===== config.mk =====
export PLATFORM = sky130hd
export DESIGN_NAME = page_alloc
export DESIGN_NICKNAME = d
export VERILOG_FILES = /design/src/rtl/page_alloc_pkg.sv /design/src/rtl/pa_fifo.sv /design/src/rtl/pa_ctrl.sv /design/src/rtl/pa_datapath.sv /design/src/rtl/page_alloc.sv
export SDC_FILE = /design/constraint.sdc
export NUM_CORES = 1
export LEC_CHECK = 0
export ABC_CLOCK_PERIOD_IN_PS = 6800
export BUFFER_PORTS_ARGS = -buffer_cell sky130_fd_sc_hd__buf_2
export CAP_MARGIN = 0
export CORE_AREA = 2 2 179 181
export CTS_BUF_LIST = sky130_fd_sc_hd__clkbuf_4 sky130_fd_sc_hd__clkbuf_8 sky130_fd_sc_hd__clkbuf_16
export DETAILED_ROUTE_END_ITERATION = 6
export DIE_AREA = 0 0 181 183
export PLACE_DENSITY = 0.5
export SLEW_MARGIN = 25
export SYNTH_ARGS = -nofsm -noshare
export SYNTH_HDL_FRONTEND = slang
export SYNTH_SLANG_ARGS = --single-unit

===== constraint.sdc =====
create_clock -name clk -period 6.8 [get_ports clk]
set_input_delay 0.68 -clock clk [delete_from_list [all_inputs] [get_ports clk]]
set_output_delay 0.68 -clock clk [all_outputs]
set_load 0.02 [all_outputs]

===== src/rtl/page_alloc_pkg.sv =====
package page_alloc_pkg;
  localparam int ID_W     = 3;
  localparam int NUM_IDS  = 1 << ID_W;
  localparam int REQ_W    = 5;
  localparam int PG_W     = REQ_W + 1;
  localparam int HEAD_W   = 7;

  typedef enum logic [2:0] {
    OP_NOP, OP_ALLOC, OP_RESET, OP_REMOVE,
    OP_RELEASE, OP_FREE, OP_ENQUEUE, OP_TXFLUSH
  } opcode_e;

  typedef struct packed {
    logic            alloc;
    logic [PG_W-1:0] allocPages;
    logic            free;
    logic [ID_W-1:0] freeId;
    logic            enqueue;
    logic [ID_W-1:0] enqId;
    logic            rxPop;
    logic            txFlush;
    logic            resetAll;
  } strobes_t;
endpackage


===== src/rtl/pa_fifo.sv =====
module pa_fifo #(
  parameter int DEPTH = 8,
  parameter int W     = 3
) (
  input  logic         clk,
  input  logic         rstN,
  input  logic         flush,
  input  logic         push,
  input  logic [W-1:0] pushData,
  input  logic         pop,
  output logic [W-1:0] head,
  output logic         empty
);
  localparam int PTR_W = $clog2(DEPTH);
  localparam int CNT_W = $clog2(DEPTH + 1);

  logic [W-1:0]     store [DEPTH];
  logic [PTR_W-1:0] wrPtr, rdPtr;
  logic [CNT_W-1:0] count;
  logic             popOk, pushOk;

  assign popOk  = pop && (count != '0);
  assign pushOk = push && ((count != CNT_W'(DEPTH)) || popOk);
  assign empty  = (count == '0);
  assign head   = empty ? '0 : store[rdPtr];

  always_ff @(posedge clk) begin
    if (pushOk) store[wrPtr] <= pushData;
  end

  always_ff @(posedge clk) begin
    if (!rstN || flush) begin
      wrPtr <= '0;
      rdPtr <= '0;
      count <= '0;
    end else begin
      if (pushOk) wrPtr <= wrPtr + 1'b1;
      if (popOk)  rdPtr <= rdPtr + 1'b1;
      count <= count + CNT_W'(pushOk) - CNT_W'(popOk);
    end
  end


  fifo_count_chk: assert property (@(posedge clk) disable iff (!rstN)
    count <= CNT_W'(DEPTH));


  fifo_balance_chk: assert property (@(posedge clk) disable iff (!rstN)
    (push && pop && !empty && !flush) |=> (count == $past(count)));
endmodule


===== src/rtl/pa_ctrl.sv =====
module pa_ctrl
  import page_alloc_pkg::*;
(
  input  logic            clk,
  input  logic            rstN,
  input  logic            cmdValid,
  input  logic [7:0]      cmdWord,
  input  logic [ID_W-1:0] pktSel,
  input  logic [ID_W-1:0] rxHeadId,
  input  logic            rxEmpty,
  output strobes_t        strobes,
  output logic            busy
);
  opcode_e         op;
  logic [ID_W-1:0] relId;

  assign op = opcode_e'(cmdWord[7:5]);

  always_comb begin
    strobes = '0;
    if (busy) begin
      strobes.free   = 1'b1;
      strobes.freeId = relId;
    end else if (cmdValid) begin
      unique case (op)
        OP_ALLOC: begin
          strobes.alloc      = 1'b1;
          strobes.allocPages = {1'b0, cmdWord[REQ_W-1:0]} + 1'b1;
        end
        OP_RESET:               strobes.resetAll = 1'b1;
        OP_REMOVE, OP_RELEASE:  strobes.rxPop    = 1'b1;
        OP_FREE: begin
          strobes.free   = 1'b1;
          strobes.freeId = pktSel;
        end
        OP_ENQUEUE: begin
          strobes.enqueue = 1'b1;
          strobes.enqId   = pktSel;
        end
        OP_TXFLUSH:             strobes.txFlush  = 1'b1;
        default: ;
      endcase
    end
  end

  always_ff @(posedge clk) begin
    if (!rstN) begin
      busy  <= 1'b0;
      relId <= '0;
    end else if (busy) begin
      busy  <= 1'b0;
    end else if (cmdValid && op == OP_RELEASE && !rxEmpty) begin
      busy  <= 1'b1;
      relId <= rxHeadId;
    end
  end


  busy_pulse_chk: assert property (@(posedge clk) disable iff (!rstN)
    busy |=> !busy);
endmodule


===== src/rtl/pa_datapath.sv =====
module pa_datapath
  import page_alloc_pkg::*;
#(
  parameter int TOTAL_PAGES = 16
) (
  input  logic            clk,
  input  logic            rstN,
  input  strobes_t        strobes,
  input  logic [4:0]      txReserve,
  input  logic            rxPush,
  input  logic [ID_W-1:0] rxPushId,
  input  logic            txPop,
  output logic [7:0]      allocResult,
  output logic            allocDone,
  output logic [7:0]      freePages,
  output logic [ID_W-1:0] txHead,
  output logic            txEmpty,
  output logic [ID_W-1:0] rxHead,
  output logic            rxEmpty
);
  localparam logic [7:0] TOTAL = 8'(TOTAL_PAGES);
  localparam logic [7:0] FAIL_CODE = 8'h80;

  logic [NUM_IDS-1:0] used;
  logic [PG_W-1:0]    pageCnt [NUM_IDS];
  logic               hasId, grant, freeOk;
  logic [ID_W-1:0]    pick;
  logic [8:0]         need;

  always_comb begin
    hasId = 1'b0;
    pick  = '0;
    for (int i = NUM_IDS - 1; i >= 0; i--) begin
      if (!used[i]) begin
        hasId = 1'b1;
        pick  = ID_W'(i);
      end
    end
  end

  assign need   = {4'b0, txReserve} + {{(9-PG_W){1'b0}}, strobes.allocPages};
  assign grant  = strobes.alloc && hasId && ({1'b0, freePages} >= need);
  assign freeOk = strobes.free && used[strobes.freeId];

  always_ff @(posedge clk) begin
    if (!rstN || strobes.resetAll) begin
      used        <= '0;
      freePages   <= TOTAL;
      allocResult <= FAIL_CODE;
      allocDone   <= 1'b0;
      for (int i = 0; i < NUM_IDS; i++) pageCnt[i] <= '0;
    end else begin
      allocDone <= grant;
      if (strobes.alloc)
        allocResult <= grant ? {{(8-ID_W){1'b0}}, pick} : FAIL_CODE;
      if (grant) begin
        used[pick]    <= 1'b1;
        pageCnt[pick] <= strobes.allocPages;
      end
      if (freeOk) used[strobes.freeId] <= 1'b0;
      freePages <= freePages
                 - (grant  ? 8'(strobes.allocPages)          : 8'd0)
                 + (freeOk ? 8'(pageCnt[strobes.freeId])     : 8'd0);
    end
  end

  pa_fifo #(.DEPTH(NUM_IDS), .W(ID_W)) i_txq (
    .clk(clk), .rstN(rstN),
    .flush(strobes.txFlush || strobes.resetAll),
    .push(strobes.enqueue), .pushData(strobes.enqId),
    .pop(txPop), .head(txHead), .empty(txEmpty)
  );

  pa_fifo #(.DEPTH(NUM_IDS), .W(ID_W)) i_rxq (
    .clk(clk), .rstN(rstN),
    .flush(strobes.resetAll),
    .push(rxPush), .pushData(rxPushId),
    .pop(strobes.rxPop), .head(rxHead), .empty(rxEmpty)
  );


  free_bound_chk: assert property (@(posedge clk) disable iff (!rstN)
    freePages <= TOTAL);


  done_ok_chk: assert property (@(posedge clk) disable iff (!rstN)
    allocDone |-> !allocResult[7]);


  alloc_free_chk: assert property (@(posedge clk) disable iff (!rstN)
    strobes.alloc |=> (allocResult[7] == (freePages == $past(freePages))));
endmodule


===== src/rtl/page_alloc.sv =====
module page_alloc
  import page_alloc_pkg::*;
#(
  parameter int TOTAL_PAGES = 16
) (
  input  logic             clk,
  input  logic             rstN,
  input  logic             cmdValid,
  input  logic [7:0]       cmdWord,
  input  logic [ID_W-1:0]  pktNum,
  input  logic [4:0]       txReserve,
  input  logic             rxPush,
  input  logic [ID_W-1:0]  rxPushPkt,
  input  logic             txDonePop,
  output logic [7:0]       allocResult,
  output logic             allocDone,
  output logic             busy,
  output logic [15:0]      queueHeads,
  output logic [15:0]      memInfo
);
  strobes_t        strobes;
  logic [7:0]      freePages;
  logic [ID_W-1:0] txHead, rxHead;
  logic            txEmpty, rxEmpty;

  pa_ctrl i_ctrl (
    .clk(clk), .rstN(rstN), .cmdValid(cmdValid), .cmdWord(cmdWord),
    .pktSel(pktNum), .rxHeadId(rxHead), .rxEmpty(rxEmpty),
    .strobes(strobes), .busy(busy)
  );

  pa_datapath #(.TOTAL_PAGES(TOTAL_PAGES)) i_dp (
    .clk(clk), .rstN(rstN), .strobes(strobes), .txReserve(txReserve),
    .rxPush(rxPush), .rxPushId(rxPushPkt), .txPop(txDonePop),
    .allocResult(allocResult), .allocDone(allocDone), .freePages(freePages),
    .txHead(txHead), .txEmpty(txEmpty), .rxHead(rxHead), .rxEmpty(rxEmpty)
  );

  assign queueHeads = {rxEmpty, {(HEAD_W-ID_W){1'b0}}, rxHead,
                       txEmpty, {(HEAD_W-ID_W){1'b0}}, txHead};
  assign memInfo    = {freePages, 8'(TOTAL_PAGES)};
endmodule


After elaboration in Yosys (flattened, before gate mapping) --
Memories as Yosys holds them, arrays and structs flattened. A register that Yosys moved wholly into a read port is not among the register bits. Cells that the tools add are included.
Cells by class: add/sub/neg operators 12, multipliers 0, bitwise gates (word level) 5, magnitude comparators 5, equal/unequal tests 9, divide/modulo/power cells 0, reductions and logical operators 26, mux-type cells 57, shift-type cells 0
Operator list (count):
- $mux 3 | 15
- $mux 8 | 4
- $mux 1 | 25
- $mux 7 | 3
- $mux 18 | 1
- $mux 6 | 3
- $add 3x1->3 const B | 4
- $eq 3x3->1 const B | 4
- $mux 4 | 3
- $logic_and 1x1->1 | 11
- $ge 8x9->1 | 1
- $add 4x1->4 | 2
- $add 8x8->8 | 1
- $and 8x8->8 | 1
- $logic_not 4->1 | 2
- $lt 3x4->1 const B | 2
- $ne 4x4->1 const B | 2
- $not 8->8 | 1
- $or 8x8->8 | 1
- $reduce_bool 4->1 | 2
- $sub 4x1->4 | 2
- $sub 8x8->8 | 1
- $add 5x6->7 | 1
- $add 5x1->6 const B | 1
- 11 further kinds | 21
Word-level totals: ROM bits 0, memories kept 3, register bits 49, RAM bits 96, output and inout port bits 42, word-level logic and storage cells 129, latch bits 0
Memory list:
- i_dp.pageCnt | words 8, width 6, read ports 1, clocked after memory_dff 0, wr ports 8, line pa_datapath.sv:25 | logic [PG_W-1:0] pageCnt [NUM_IDS];
- i_dp.i_rxq.store | words 8, width 3, read ports 1, clocked after memory_dff 1, wr ports 1, line pa_fifo.sv:17 | logic [W-1:0] store [DEPTH];
- i_dp.i_txq.store | words 8, width 3, read ports 1, clocked after memory_dff 1, wr ports 1, line pa_fifo.sv:17

Longest topological paths before layout --
Gate-level depths: netlist of run 1.
depth in word-level cells 17, mapped depth 28

Modules after synthesis --
From an unflattened synthesis of run 1, not the netlist that was laid out.
Second synthesis, totals: cells, all modules 711, area total of the unflattened synthesis 7761.2 um2
By module, submodules not included:
- pa_datapath | cells an instance 406, times used 1, area each 3991.3 um2, seq. area each 1861.8 um2
- pa_fifo | cells an instance 115, times used 2, area each 1604.0 um2, seq. area each 980.9 um2
- pa_ctrl | cells an instance 55, times used 1, area each 419.2 um2, seq. area each 80.1 um2
- page_alloc | cells an instance 20, times used 1, area each 142.6 um2, seq. area each 0.0 um2

Worst setup path before layout of run 1 --
Ideal clock, no wire load.
path type input to register, start input cmdWord[7], end register i_dp.freePages[7], setup time 0.132 ns, data arrival time 5.654 ns, setup slack 1.015 ns, required time 6.668 ns, stages on the path 23, path through buf_2 > nor4_2 > nand2_1 > inv_1 > ha_1 > a21o_1 > a21oi_1 > nor2b_1 > o21bai_1 > ha_1 > a211oi_1 > and3_1 > o21ai_0 > clkbuf_1 > and3_1 > fa_1 > inv_1 > ha_1 > a21oi_1 > o211ai_1 > a2111oi_0 > o21ai_0 > nor3b_1
RTL lines:
- start: declaration | line page_alloc.sv:9 | input logic [7:0] cmdWord,
- end signal: assignment | line pa_datapath.sv:61 | freePages <= freePages
- end: declaration | line pa_datapath.sv:15 | output logic [7:0] freePages,

==> results of run 1 <==
## critical path: cells and delay by family
family / cells / cell delay, ns
buffers and inverters: 4 / 0.62
AOI/OAI and AO/OA: 9 / 1.86
and+or+nand+nor: 7 / 1.15
adders and majority gates: 4 / 1.41
## worst paths after layout
| kind | startpoint | to | slack [ns] | cells past startpoint |
|---|---|---|---|---|
| min reg2reg | i_dp.allocResult[2] | i_dp.allocResult[2] | 0.47 | 2 |
| min | i_dp.allocResult[2] | i_dp.allocResult[2] | 0.47 | 2 |
| max | cmdWord[5] | i_dp.freePages[7] | 1.35 | 24 |
| max reg2reg | i_ctrl.busy | i_dp.freePages[7] | 1.43 | 22 |
## cell families (layout without fill, tap and decap cells)
group / count (synthesis) / in the layout / synth area share (%)
simple gates: 267 / 267 / 17.3
flops: 147 / 147 / 50.5
compound gates: 100 / 100 / 9.75
buf+inv: 98 / 137 / 6.14
fa+ha+maj: 46 / 46 / 8.32
mux: 24 / 24 / 5.23
xor+xnor: 23 / 23 / 2.61
other cells: 2 / 20 / 0.0972
## layer usage
layer	up-vias	GRT usage (%)
met3	21	2.16
met1	2537	15.7
li1	2597	-
met5	-	0
met2	133	18.7
met4	0	3.84
## flip-flops by register name, summed over array words and instances, names as in the netlist, 3 cells and up, named ones only
name              cells
i_ctrl.relId          3
i_dp.allocResult      4
i_dp.i_txq.count      4
i_dp.pageCnt         48
i_dp.i_rxq.wrPtr      3
i_dp.i_txq.rdPtr      3
i_dp.i_rxq.store     24
i_dp.i_txq.wrPtr      3
i_dp.i_rxq.count      4
i_dp.i_txq.store     24
i_dp.freePages        8
i_dp.i_rxq.rdPtr      3
i_dp.used             8
## Yosys cell counts (8+ instances only)
cell type and instances:
nand3_1 17, mux2i_1 10, o21ai_0 11, a21oi_1 23
fa_1 9, and2_1 9, mux4_2 12, nor2_1 82
xnor2_1 8, nor3_1 28, buf_4 23, a21o_1 8
ha_1 37, nand2_1 56, nand2b_1 13, clkbuf_1 20
dfxtp_1 51, xor2_1 15, inv_1 49, nor3b_1 9
edfxtp_1 96
## layout make-up
cell class / instances / area share, %
Multi-Input combinational cell: 480 / 38.5
Tap cell: 402 / 5.64
Timing Repair Buffer: 56 / 3.45
Inverter: 49 / 2.06
Sequential cell: 147 / 43.8
Clock inverter: 15 / 1.80
Clock buffer: 17 / 4.77
## metrics by stage
step | setup WS, ns | cell area, um2 | hold WS, ns | instances | utilization, %
final | 1.35 | 8910 | 0.467 | 1166 | 28.5
after global routing | 0.633 | 8910 | 0.499 | 1166 | 28.5
after CTS | 1.31 | 8910 | 0.471 | 1166 | 28.5
after detailed placement | 0.855 | 8330 | 0.454 | 1134 | 26.7
after global placement | 0.986 | 8330 | 0.446 | 1134 | 26.7
after floorplan | 1.01 | 7790 | 0.454 | 725 | -
## power by group
| part | total [mW] | internal, mW | switching [mW] |
|---|---|---|---|
| logic | 0.696 | 0.284 | 0.412 |
| registers | 1.07 | 1.02 | 0.0554 |
| clock network | 0.936 | 0.521 | 0.415 |
| total | 2.70 | 1.82 | 0.883 |
==> key figures, run 1 <==
Status
  • Status: complete, no violations

Logic synthesis
  • Post-synth top flop: edfxtp_1
  • Yosys reg bits: approximately 150
  • Synth area leaders: edfxtp_1 (37%), dfxtp_1 (13%), ha_1 (6.0%)
  • Synth warn: 0
  • Distinct cells, synth: 71
  • Average size of a mapped cell: roughly 11 um2
  • Ys async rst share: 0%
  • Post-synth EDFFs: 96
  • Mapped cell area: 7730 um2
  • Cells after Synth: 707
  • Cell taking the most area after synthesis: edfxtp_1
  • Top-area cell type share of the netlist area: between 30 and 40%
  • Seq/Total Area, Yosys: a little over 50%

Finish
  • N_diodes: 0
  • Most frequent cells in the layout: edfxtp_1 (96), nor2_1 (82), nand2_1 (56)
  • Final #Nets: between 800 and 900
  • Reg area: roughly 3900 um2
  • Synth-to-layout area growth: 15.4%
  • Fraction of layout cells with a size suffix above 1: around 16%
  • Multi-input gate area: approximately 3400 um2
  • Commonest non-fill, non-tap cell in the layout: edfxtp_1
  • Fill cell count: 3,273

Clock tree
  • CTS Buf Count: 17
  • Post-cts resize count: 0
  • Sink Count: approximately 150
  • Hold_buf cts: 0
  • TritonCTS clock tree: done
  • CTS Root Cell: clkbuf_16
  • Skew-Pair Late Insertion Delay: between 0.4 and 0.5 ns
  • Maximum clock path buffer count: 2
  • Htree depth: 4
  • Clk slew on worst S/H paths: roughly 0.07 ns
  • Setup Buffers After CTS: 0

Worst setup path
  • CP Cell Sequence: buf_2, nand2_1, nor4_2, buf_4, nand2_1, inv_1, ha_1, a21o_1, a21oi_1, nor2b_1, o21bai_1, ha_1, a211oi_1, and3_1, o21ai_1, and3_1, fa_1, inv_1, ha_1, a21oi_1, o211ai_1, a2111oi_0, o21ai_0, nor3b_1
  • Arr. time, crit path: between 5 and 6 ns
  • Worst Setup Start Kind: primary input
  • Worst setup EP type: flop
  • Worst-path maximum fanout: 10
  • Most used cell, CP: ha_1
  • Setup Crit Path Kind: in2reg
  • CP max-delay cell: fa_1
  • CP Data Required Time: between 7 and 8 ns
  • Slowest stage delay, CP: between 0.5 and 0.6 ns

Pwr
  • Power, Total: 2.70 mW
  • PD cells: 303 nW/um2
  • Leak pwr: 3.30 nW
  • Maximum vdd drop: 0.160 mV

Die
  • Core Area: roughly 31,000 um2
  • Initial Util: around 25%
  • Io pins: 66
  • Die W: 181 um
  • Area of the die: between 30,000 and 40,000 um2
  • Row count: 65
  • Die Y-Extent: 183 um

STA
  • Final hold vios: 0
  • Final worst path period need: ~5.4 ns
  • Max Clock Skew: 0.0165 ns
  • Worst slew pin tran: 0.886 ns
  • Slew margin rel.: roughly 40%
  • Unrepaired setup endpoints after global routing: false
  • Max Fclk: between 0.15 and 0.2 GHz
  • Final period util: between 80% and 90%
  • Setup TNS: 0 ns
  • Slew Viols, Final: 0
  • Setup violations, final: 0

Detailed routing
  • Initial DRC count: 290
  • Highest metal used: met4
  • Met3 wire len: a little over 800 um
  • DRT Wirelength: between 15,000 and 20,000 um
  • Via count: 5,288
  • DR WL/cell: 15.9 um
  • Routed wl met2: about 8600 um
  • Wire length on met1: about 9000 um
  • DR pass1 iterations: 5
  • Detail-routed via count per cell: approximately 4.5
  • Detailed-route DRC error count: 0
  • Post-route ant nets: 0

Global route
  • Largest net degree at the start of global routing: 43
  • Initial antenna violation count: 0
  • Vias in the first global route: between 5,000 and 6,000
  • First-pass GRT wire length: 29,700 um
  • Total GRT Usage: between 10 and 15%
  • Total congestion overflow: 0

Placement
  • I/O Buffers: between 40 and 50
  • DP Wirelength: 13,500 um
  • RD Place Congestion: 0.798

Run
  • Max-cap violations: 0

Worst hold path
  • HP Class: reg2reg
(Power assumes the default switching activity.)
==> run 2, diff against run 1 <==
--- a/config.mk
+++ b/config.mk
@@ -5,14 +5,14 @@
 export SDC_FILE = /design/constraint.sdc
 export NUM_CORES = 1
 export LEC_CHECK = 0
-export ABC_CLOCK_PERIOD_IN_PS = 6800
+export ABC_CLOCK_PERIOD_IN_PS = 4800
 export BUFFER_PORTS_ARGS = -buffer_cell sky130_fd_sc_hd__buf_2
 export CAP_MARGIN = 0
 export CORE_AREA = 2 2 179 181
 export CTS_BUF_LIST = sky130_fd_sc_hd__clkbuf_4 sky130_fd_sc_hd__clkbuf_8 sky130_fd_sc_hd__clkbuf_16
 export DETAILED_ROUTE_END_ITERATION = 6
 export DIE_AREA = 0 0 181 183
-export PLACE_DENSITY = 0.5
+export PLACE_DENSITY = 0.51
 export SLEW_MARGIN = 25
 export SYNTH_ARGS = -nofsm -noshare
 export SYNTH_HDL_FRONTEND = slang
==> constraint.sdc (replaced) <==
create_clock -name clk -period 4.8 [get_ports clk]
set_input_delay 0.48 -clock clk [delete_from_list [all_inputs] [get_ports clk]]
set_output_delay 0.48 -clock clk [all_outputs]
set_load 0.02 [all_outputs]
==> key figures, run 2 (synthesis results as in run 1) <==
STA
  • Unrepaired setup endpoints after global routing: true (was false)
  • Final worst path period need: 4.64 ns
  • Slew Viols, Final: 0 (unchanged)
  • Slew margin rel.: 35.0% (was 40.1%)
  • WHS: 0.319 ns (was 0.467 ns)
  • Worst slew pin tran: 0.975 ns (was 0.886 ns)
  • Max Fclk: 0.216 GHz
  • Max Clock Skew: 0.0136 ns (was 0.0165 ns)
  • Final period util: between 90% and 100%
  • Setup violations, final: 0 (unchanged)
  • Final hold vios: 0 (unchanged)

Detailed routing
  • Via count: 5,488 (was 5,288)
  • DR pass1 iterations: 4 (was 5)
  • Initial DRC count: 343 (was 290)
  • Post-route ant nets: 0 (unchanged)
  • DRT Wirelength: 19,800 um (was 18,600 um)
  • Detail-routed via count per cell: 4.54 (about the same)
  • DR WL/cell: 16.4 um (was 15.9 um)
  • Detailed-route DRC error count: 0 (unchanged)

Worst setup path
  • Slowest stage delay, CP: 0.57 ns (about the same)
  • CP Cell Sequence: or4_4, buf_4, or3_1, o21bai_1, ha_1, a211oi_2, and3_1, o21ai_2, and3_4, fa_1, inv_2, ha_4, a21oi_2, o211ai_1, a2111oi_4, o21ai_1, nor3b_2 (was buf_2, nand2_1, nor4_2, buf_4, nand2_1, inv_1, ha_1, a21o_1, a21oi_1, nor2b_1, o21bai_1, ha_1, a211oi_1, and3_1, o21ai_1, and3_1, fa_1, inv_1, ha_1, a21oi_1, o211ai_1, a2111oi_0, o21ai_0, nor3b_1)
  • Worst reg2reg startpoint: i_ctrl.busy (unchanged)
  • CP Data Required Time: 5.11 ns (was 7.09 ns)
  • CP max-delay cell: fa_1 (unchanged)
  • Crit-path leading delay family: simple AND/OR/NAND/NOR gates (was compound AO/OA/AOI/OAI gates)
  • Worst Setup Start Kind: flop (was primary input)
  • Arr. time, crit path: 4.94 ns (was 5.74 ns)
  • Reg2reg setup slack: 0.16 ns (was 1.43 ns)
  • Setup Crit Path Kind: reg2reg (was in2reg)
  • Worst-path maximum fanout: 21 (was 10)
  • Crit path buffers/inverters: 2 (was 4)
  • Worst r2r dst: i_dp.freePages[7] (unchanged)
  • Worst-case reg-to-reg path depth: 17 (was 22)
  • Worst setup EP type: flop (unchanged)

Placement
  • RD Place Congestion: 0.836 (was 0.798)
  • DP Wirelength: 14,600 um (was 13,500 um)
  • I/O Buffers: 45 (unchanged)
  • Placed cell areas: 8710 um2 (was 8330 um2)
  • Placed cells: 1,175 (was 1,134)

Finish
  • Fraction of layout cells with a size suffix above 1: 23.7% (was 16.2%)
  • Top flop regs: i_dp.pageCnt (48), i_dp.i_rxq.store (24), i_dp.i_txq.store (24) (unchanged)
  • N_diodes: 0 (unchanged)
  • Most frequent cells in the layout: edfxtp_1 (96), nor2_1 (79), nand2_1 (52) (was edfxtp_1 (96), nor2_1 (82), nand2_1 (56))
  • Synth-to-layout area growth: 21.5% (was 15.4%)
  • Post-route cell area: 9390 um2 (was 8910 um2)
  • Final #Nets: 863 (was 821)
  • Reg with most FFs: i_dp.pageCnt (unchanged)
  • Max FFs per register: 48 (unchanged)
  • Commonest non-fill, non-tap cell in the layout: edfxtp_1 (unchanged)
  • Fin cells: 1,208 (was 1,166)

Die
  • Die Y-Extent: 183 um (unchanged)
  • Die W: 181 um (unchanged)
  • Row count: 65 (unchanged)
  • Io pins: 66 (unchanged)
  • Area of the die: 33,100 um2 (unchanged)
  • Initial Util: 24.7% (unchanged)
  • Core Area: 31,200 um2 (unchanged)

Clock tree
  • Skew-Pair Late Insertion Delay: 0.43 ns (was 0.42 ns)
  • Sink Count: 147 (unchanged)
  • TritonCTS clock tree: done (unchanged)
  • Clk slew on worst S/H paths: 0.08 ns (was 0.07 ns)
  • Maximum clock path buffer count: 2 (unchanged)
  • CTS Root Cell: clkbuf_16 (unchanged)
  • Hold_buf cts: 0 (unchanged)
  • CTS Buf Count: 17 (unchanged)
  • Htree depth: 4 (unchanged)

Global route
  • Total GRT Usage: 12.2% (was 11.6%)
  • Initial antenna violation count: 0 (unchanged)
  • Largest net degree at the start of global routing: 35 (was 43)
  • First-pass GRT wire length: 30,800 um (was 29,700 um)
  • Vias in the first global route: 5,362 (was 5,282)
  • Total congestion overflow: 0 (unchanged)

Pwr
  • Leak pwr: 3.52 nW (was 3.30 nW)
  • Maximum vdd drop: 0.246 mV (was 0.160 mV)
  • PD cells: 426 nW/um2 (was 303 nW/um2)

Worst hold path
  • HP Class: in2reg (was reg2reg)
  • Worst Hold End: i_dp.i_rxq.store[4][0] (was i_dp.allocResult[2])
  • Hold_sp: rxPushPkt[0] (was i_dp.allocResult[2])
  • Worst hold path stage count: 1 (was 2)

Status
  • Status: complete, no violations (unchanged)

Run
  • Max-cap violations: 0 (unchanged)
[run 2: where the power goes]
| group | internal (mW) | switching (mW) |
|---|---|---|
| clock network | 0.706 | 0.633 |
| logic | 0.489 | 0.648 |
| registers | 1.44 | 0.0867 |
| total | 2.63 | 1.37 |
[run 2: per-layer routing]
layer,up-vias,global-route usage (%),share of wire [%]
met2,143,19.6,47
met5,-,0,0
met1,2638,16.5,47
met3,28,2.20,4.8
li1,2679,-,-
met4,0,4.42,1.8
[run 2: what timing repair did]
item | 4_1_cts | 5_1_grt
resized for setup | 0 | 17
endpoints found under the setup margin | 0 | 3
setup buffers | 0 | 1
[run 2: worst max-delay path by stage]
stage	startpoint	to	slack [ns]	cells past startpoint
2_1_floorplan	i_ctrl.busy	i_dp.freePages[7]	-0.27	25
3_3_place_gp	cmdWord[6]	i_dp.freePages[7]	-0.11	22
3_5_place_dp	cmdWord[6]	i_dp.freePages[7]	-0.13	22
4_1_cts	i_ctrl.busy	i_dp.freePages[7]	0.08	21
5_1_grt	i_ctrl.busy	i_dp.freePages[7]	-0.08	22
6_report	i_ctrl.busy	i_dp.freePages[7]	0.16	17
[run 2: through the flow]
step                total power [mW]  utilization, %  TNS [ns]  setup slack, ns
floorplan                       2.34               -    -0.351           -0.266
global placement                2.63            27.9    -0.148           -0.114
detailed placement              2.64            27.9    -0.251           -0.133
CTS                             3.99            29.8         0           0.0755
global route                    4.23            30.1   -0.0853          -0.0812
finish                          4.00            30.1         0            0.165
[run 2: cell type report]
type	count	area, um2
multi-input cells	480	3560
clock buffers	17	425
flip-flops and latches	147	3910
fillers	3303	21800
well taps	402	503
clock inverters	15	175
inverters	49	184
repair buffers	98	631
[run 2: worst register-to-register path, delay by kind of cell, from the launching register on]
kind | cells | cell delay [ns]
compound gates | 7 | 1.25
flops | 1 | 0.36
fa+ha+maj | 3 | 1.10
simple gates | 5 | 1.50
buf+inv | 2 | 0.31
==> run 3, diff against run 2 <==
--- a/config.mk
+++ b/config.mk
@@ -12,7 +12,7 @@
 export CTS_BUF_LIST = sky130_fd_sc_hd__clkbuf_4 sky130_fd_sc_hd__clkbuf_8 sky130_fd_sc_hd__clkbuf_16
 export DETAILED_ROUTE_END_ITERATION = 6
 export DIE_AREA = 0 0 181 183
-export PLACE_DENSITY = 0.51
+export PLACE_DENSITY = 0.39
 export SLEW_MARGIN = 25
 export SYNTH_ARGS = -nofsm -noshare
 export SYNTH_HDL_FRONTEND = slang
==> key figures, run 3 (synthesis results as in run 1) <==
STA
  • Setup violations, final: 0 (unchanged)
  • Slew margin rel.: 33.9% (was 35.0%)
  • Final worst path period need: 4.58 ns (was 4.64 ns)
  • Setup slack after layout: 0.217 ns (was 0.165 ns)
  • Setup TNS: 0 ns (unchanged)
  • Worst slew pin tran: 0.992 ns (was 0.975 ns)
  • Max Clock Skew: 0.0125 ns (was 0.0136 ns)
  • Final hold vios: 0 (unchanged)
  • Final period util: 95.5% (was 96.6%)
  • Max Fclk: 0.218 GHz (was 0.216 GHz)
  • WHS: 0.331 ns (was 0.319 ns)
  • Slew Viols, Final: 0 (unchanged)
  • Unrepaired setup endpoints after global routing: true (unchanged)

Worst setup path
  • Worst setup EP type: flop (unchanged)
  • Worst-path maximum fanout: 4 (was 21)
  • Worst Setup Start Kind: flop (unchanged)
  • CP Data Required Time: 5.10 ns (was 5.11 ns)
  • Reg2reg setup slack: 0.22 ns (was 0.16 ns)
  • Arr. time, crit path: 4.88 ns (was 4.94 ns)
  • Setup Crit Path Kind: reg2reg (unchanged)

Pwr
  • Leak pwr: 3.54 nW (was 3.52 nW)
  • PD cells: 430 nW/um2 (was 426 nW/um2)
  • Maximum vdd drop: 0.190 mV (was 0.246 mV)

Run
  • Max-cap violations: 0 (unchanged)

Die
  • Core Area: 31,200 um2 (unchanged)
  • Die Y-Extent: 183 um (unchanged)
  • Die W: 181 um (unchanged)
  • Initial Util: 24.7% (unchanged)
  • Io pins: 66 (unchanged)
  • Row count: 65 (unchanged)
  • Area of the die: 33,100 um2 (unchanged)

Global route
  • Total congestion overflow: 0 (unchanged)
  • Initial antenna violation count: 0 (unchanged)
  • Largest net degree at the start of global routing: 32 (was 35)
  • Vias in the first global route: 5,575 (was 5,362)
  • Total GRT Usage: 12.9% (was 12.2%)
  • First-pass GRT wire length: 32,500 um (was 30,800 um)

Finish
  • Commonest non-fill, non-tap cell in the layout: edfxtp_1 (unchanged)
  • Most frequent cells in the layout: edfxtp_1 (96), nor2_1 (79), buf_4 (53) (was edfxtp_1 (96), nor2_1 (79), nand2_1 (52))
  • Post-route cell area: 9420 um2 (was 9390 um2)
  • N_diodes: 0 (unchanged)
  • Max FFs per register: 48 (unchanged)
  • Final #Nets: 864 (was 863)
  • Top flop regs: i_dp.pageCnt (48), i_dp.i_rxq.store (24), i_dp.i_txq.store (24) (unchanged)
  • Fraction of layout cells with a size suffix above 1: 23.8% (was 23.7%)
  • Synth-to-layout area growth: 21.9% (was 21.5%)
  • Reg with most FFs: i_dp.pageCnt (unchanged)

Clock tree
  • Htree depth: 4 (unchanged)
  • Skew-Pair Late Insertion Delay: 0.42 ns (was 0.43 ns)
  • Maximum clock path buffer count: 2 (unchanged)
  • TritonCTS clock tree: done (unchanged)
  • CTS Root Cell: clkbuf_16 (unchanged)
  • Sink Count: 147 (unchanged)
  • Clk slew on worst S/H paths: 0.07 ns (was 0.08 ns)
  • CTS Buf Count: 17 (unchanged)
  • Hold_buf cts: 0 (unchanged)

Placement
  • RD Place Congestion: 0.763 (was 0.836)
  • I/O Buffers: 45 (unchanged)
  • Pre-CTS setup slack: -0.272 ns (was -0.133 ns)
  • DP Wirelength: 15,100 um (was 14,600 um)
  • Placed cell areas: 8690 um2 (was 8710 um2)

Worst hold path
  • HP Class: in2reg (unchanged)

Detailed routing
  • DR WL/cell: 16.7 um (was 16.4 um)
  • DRT Wirelength: 20,200 um (was 19,800 um)
  • Initial DRC count: 313 (was 343)
  • Detail-routed via count per cell: 4.46 (was 4.54)
  • Detailed-route DRC error count: 0 (unchanged)
  • Via count: 5,388 (was 5,488)
  • Post-route ant nets: 0 (unchanged)
  • DR pass1 iterations: 5 (was 4)

Status
  • Status: complete, no violations (unchanged)
run 3: cell type report:
class	instances	area, um2
timing repair buffer	99	634
multi-input combinational	480	3560
inverter	49	184
tap	402	503
clock inverter	8	83.8
clock buffer	24	548
sequential	147	3910
fill	3245	21800
run 3: power by group:
group          leakage (nW)  internal (mW)  switching (mW)
clock network         0.318          0.863           0.553
registers              1.35           1.44          0.0800
logic                  1.87          0.482           0.634
total                  3.54           2.78            1.27
run 3: final timing paths:
kind / start / cells after the start / to
setup / recovery: i_ctrl.busy / 21 / i_dp.freePages[7]
hold / removal: rxPushPkt[2] / 1 / i_dp.i_rxq.store[2][2]
setup reg to reg: i_ctrl.busy / 21 / i_dp.freePages[7]
hold reg to reg: i_dp.allocResult[2] / 2 / i_dp.allocResult[2]
run 3: metal layers:
| metal | vias to the layer above | wire length, um | track usage, % |
|---|---|---|---|
| met1 | 2614 | 9790 | 17.5 |
| met2 | 79 | 9620 | 21.2 |
| met5 | - | 0 | 0 |
| li1 | 2681 | - | - |
| met4 | 0 | 247 | 3.71 |
| met3 | 14 | 584 | 2.20 |
run 3: worst max-delay path: stages, from the launching register on:
cell	delay [ns]
dfxtp_4	0.35
or4_4	0.48
nor2_4	0.14
ha_4	0.16
fa_2	0.21
a21o_1	0.12
a21oi_2	0.05
nor2b_1	0.11
o21bai_1	0.09
ha_1	0.34
a211oi_2	0.19
and3_1	0.18
o21ai_2	0.08
and3_4	0.16
fa_1	0.51
inv_1	0.05
ha_1	0.28
a21oi_2	0.15
o211ai_1	0.16
a2111oi_4	0.40
o21ai_1	0.09
nor3b_2	0.15
run 3: through the flow:
| stage | utilization, % | power, mW | instances |
|---|---|---|---|
| 2_1_floorplan | - | 2.34 | 725 |
| 3_3_place_gp | 27.8 | 2.65 | 1173 |
| 3_5_place_dp | 27.8 | 2.64 | 1173 |
| 4_1_cts | 29.9 | 4.07 | 1205 |
| 5_1_grt | 30.2 | 4.30 | 1209 |
| 6_report | 30.2 | 4.05 | 1209 |
run 3: what timing repair did:
item	4_1_cts	5_1_grt
hold endpoints to repair	0	0
pin swaps	1	5
endpoints found under the setup margin	1	4
gates resized for setup	0	13
buffers inserted	0	4
gates cloned	0	0
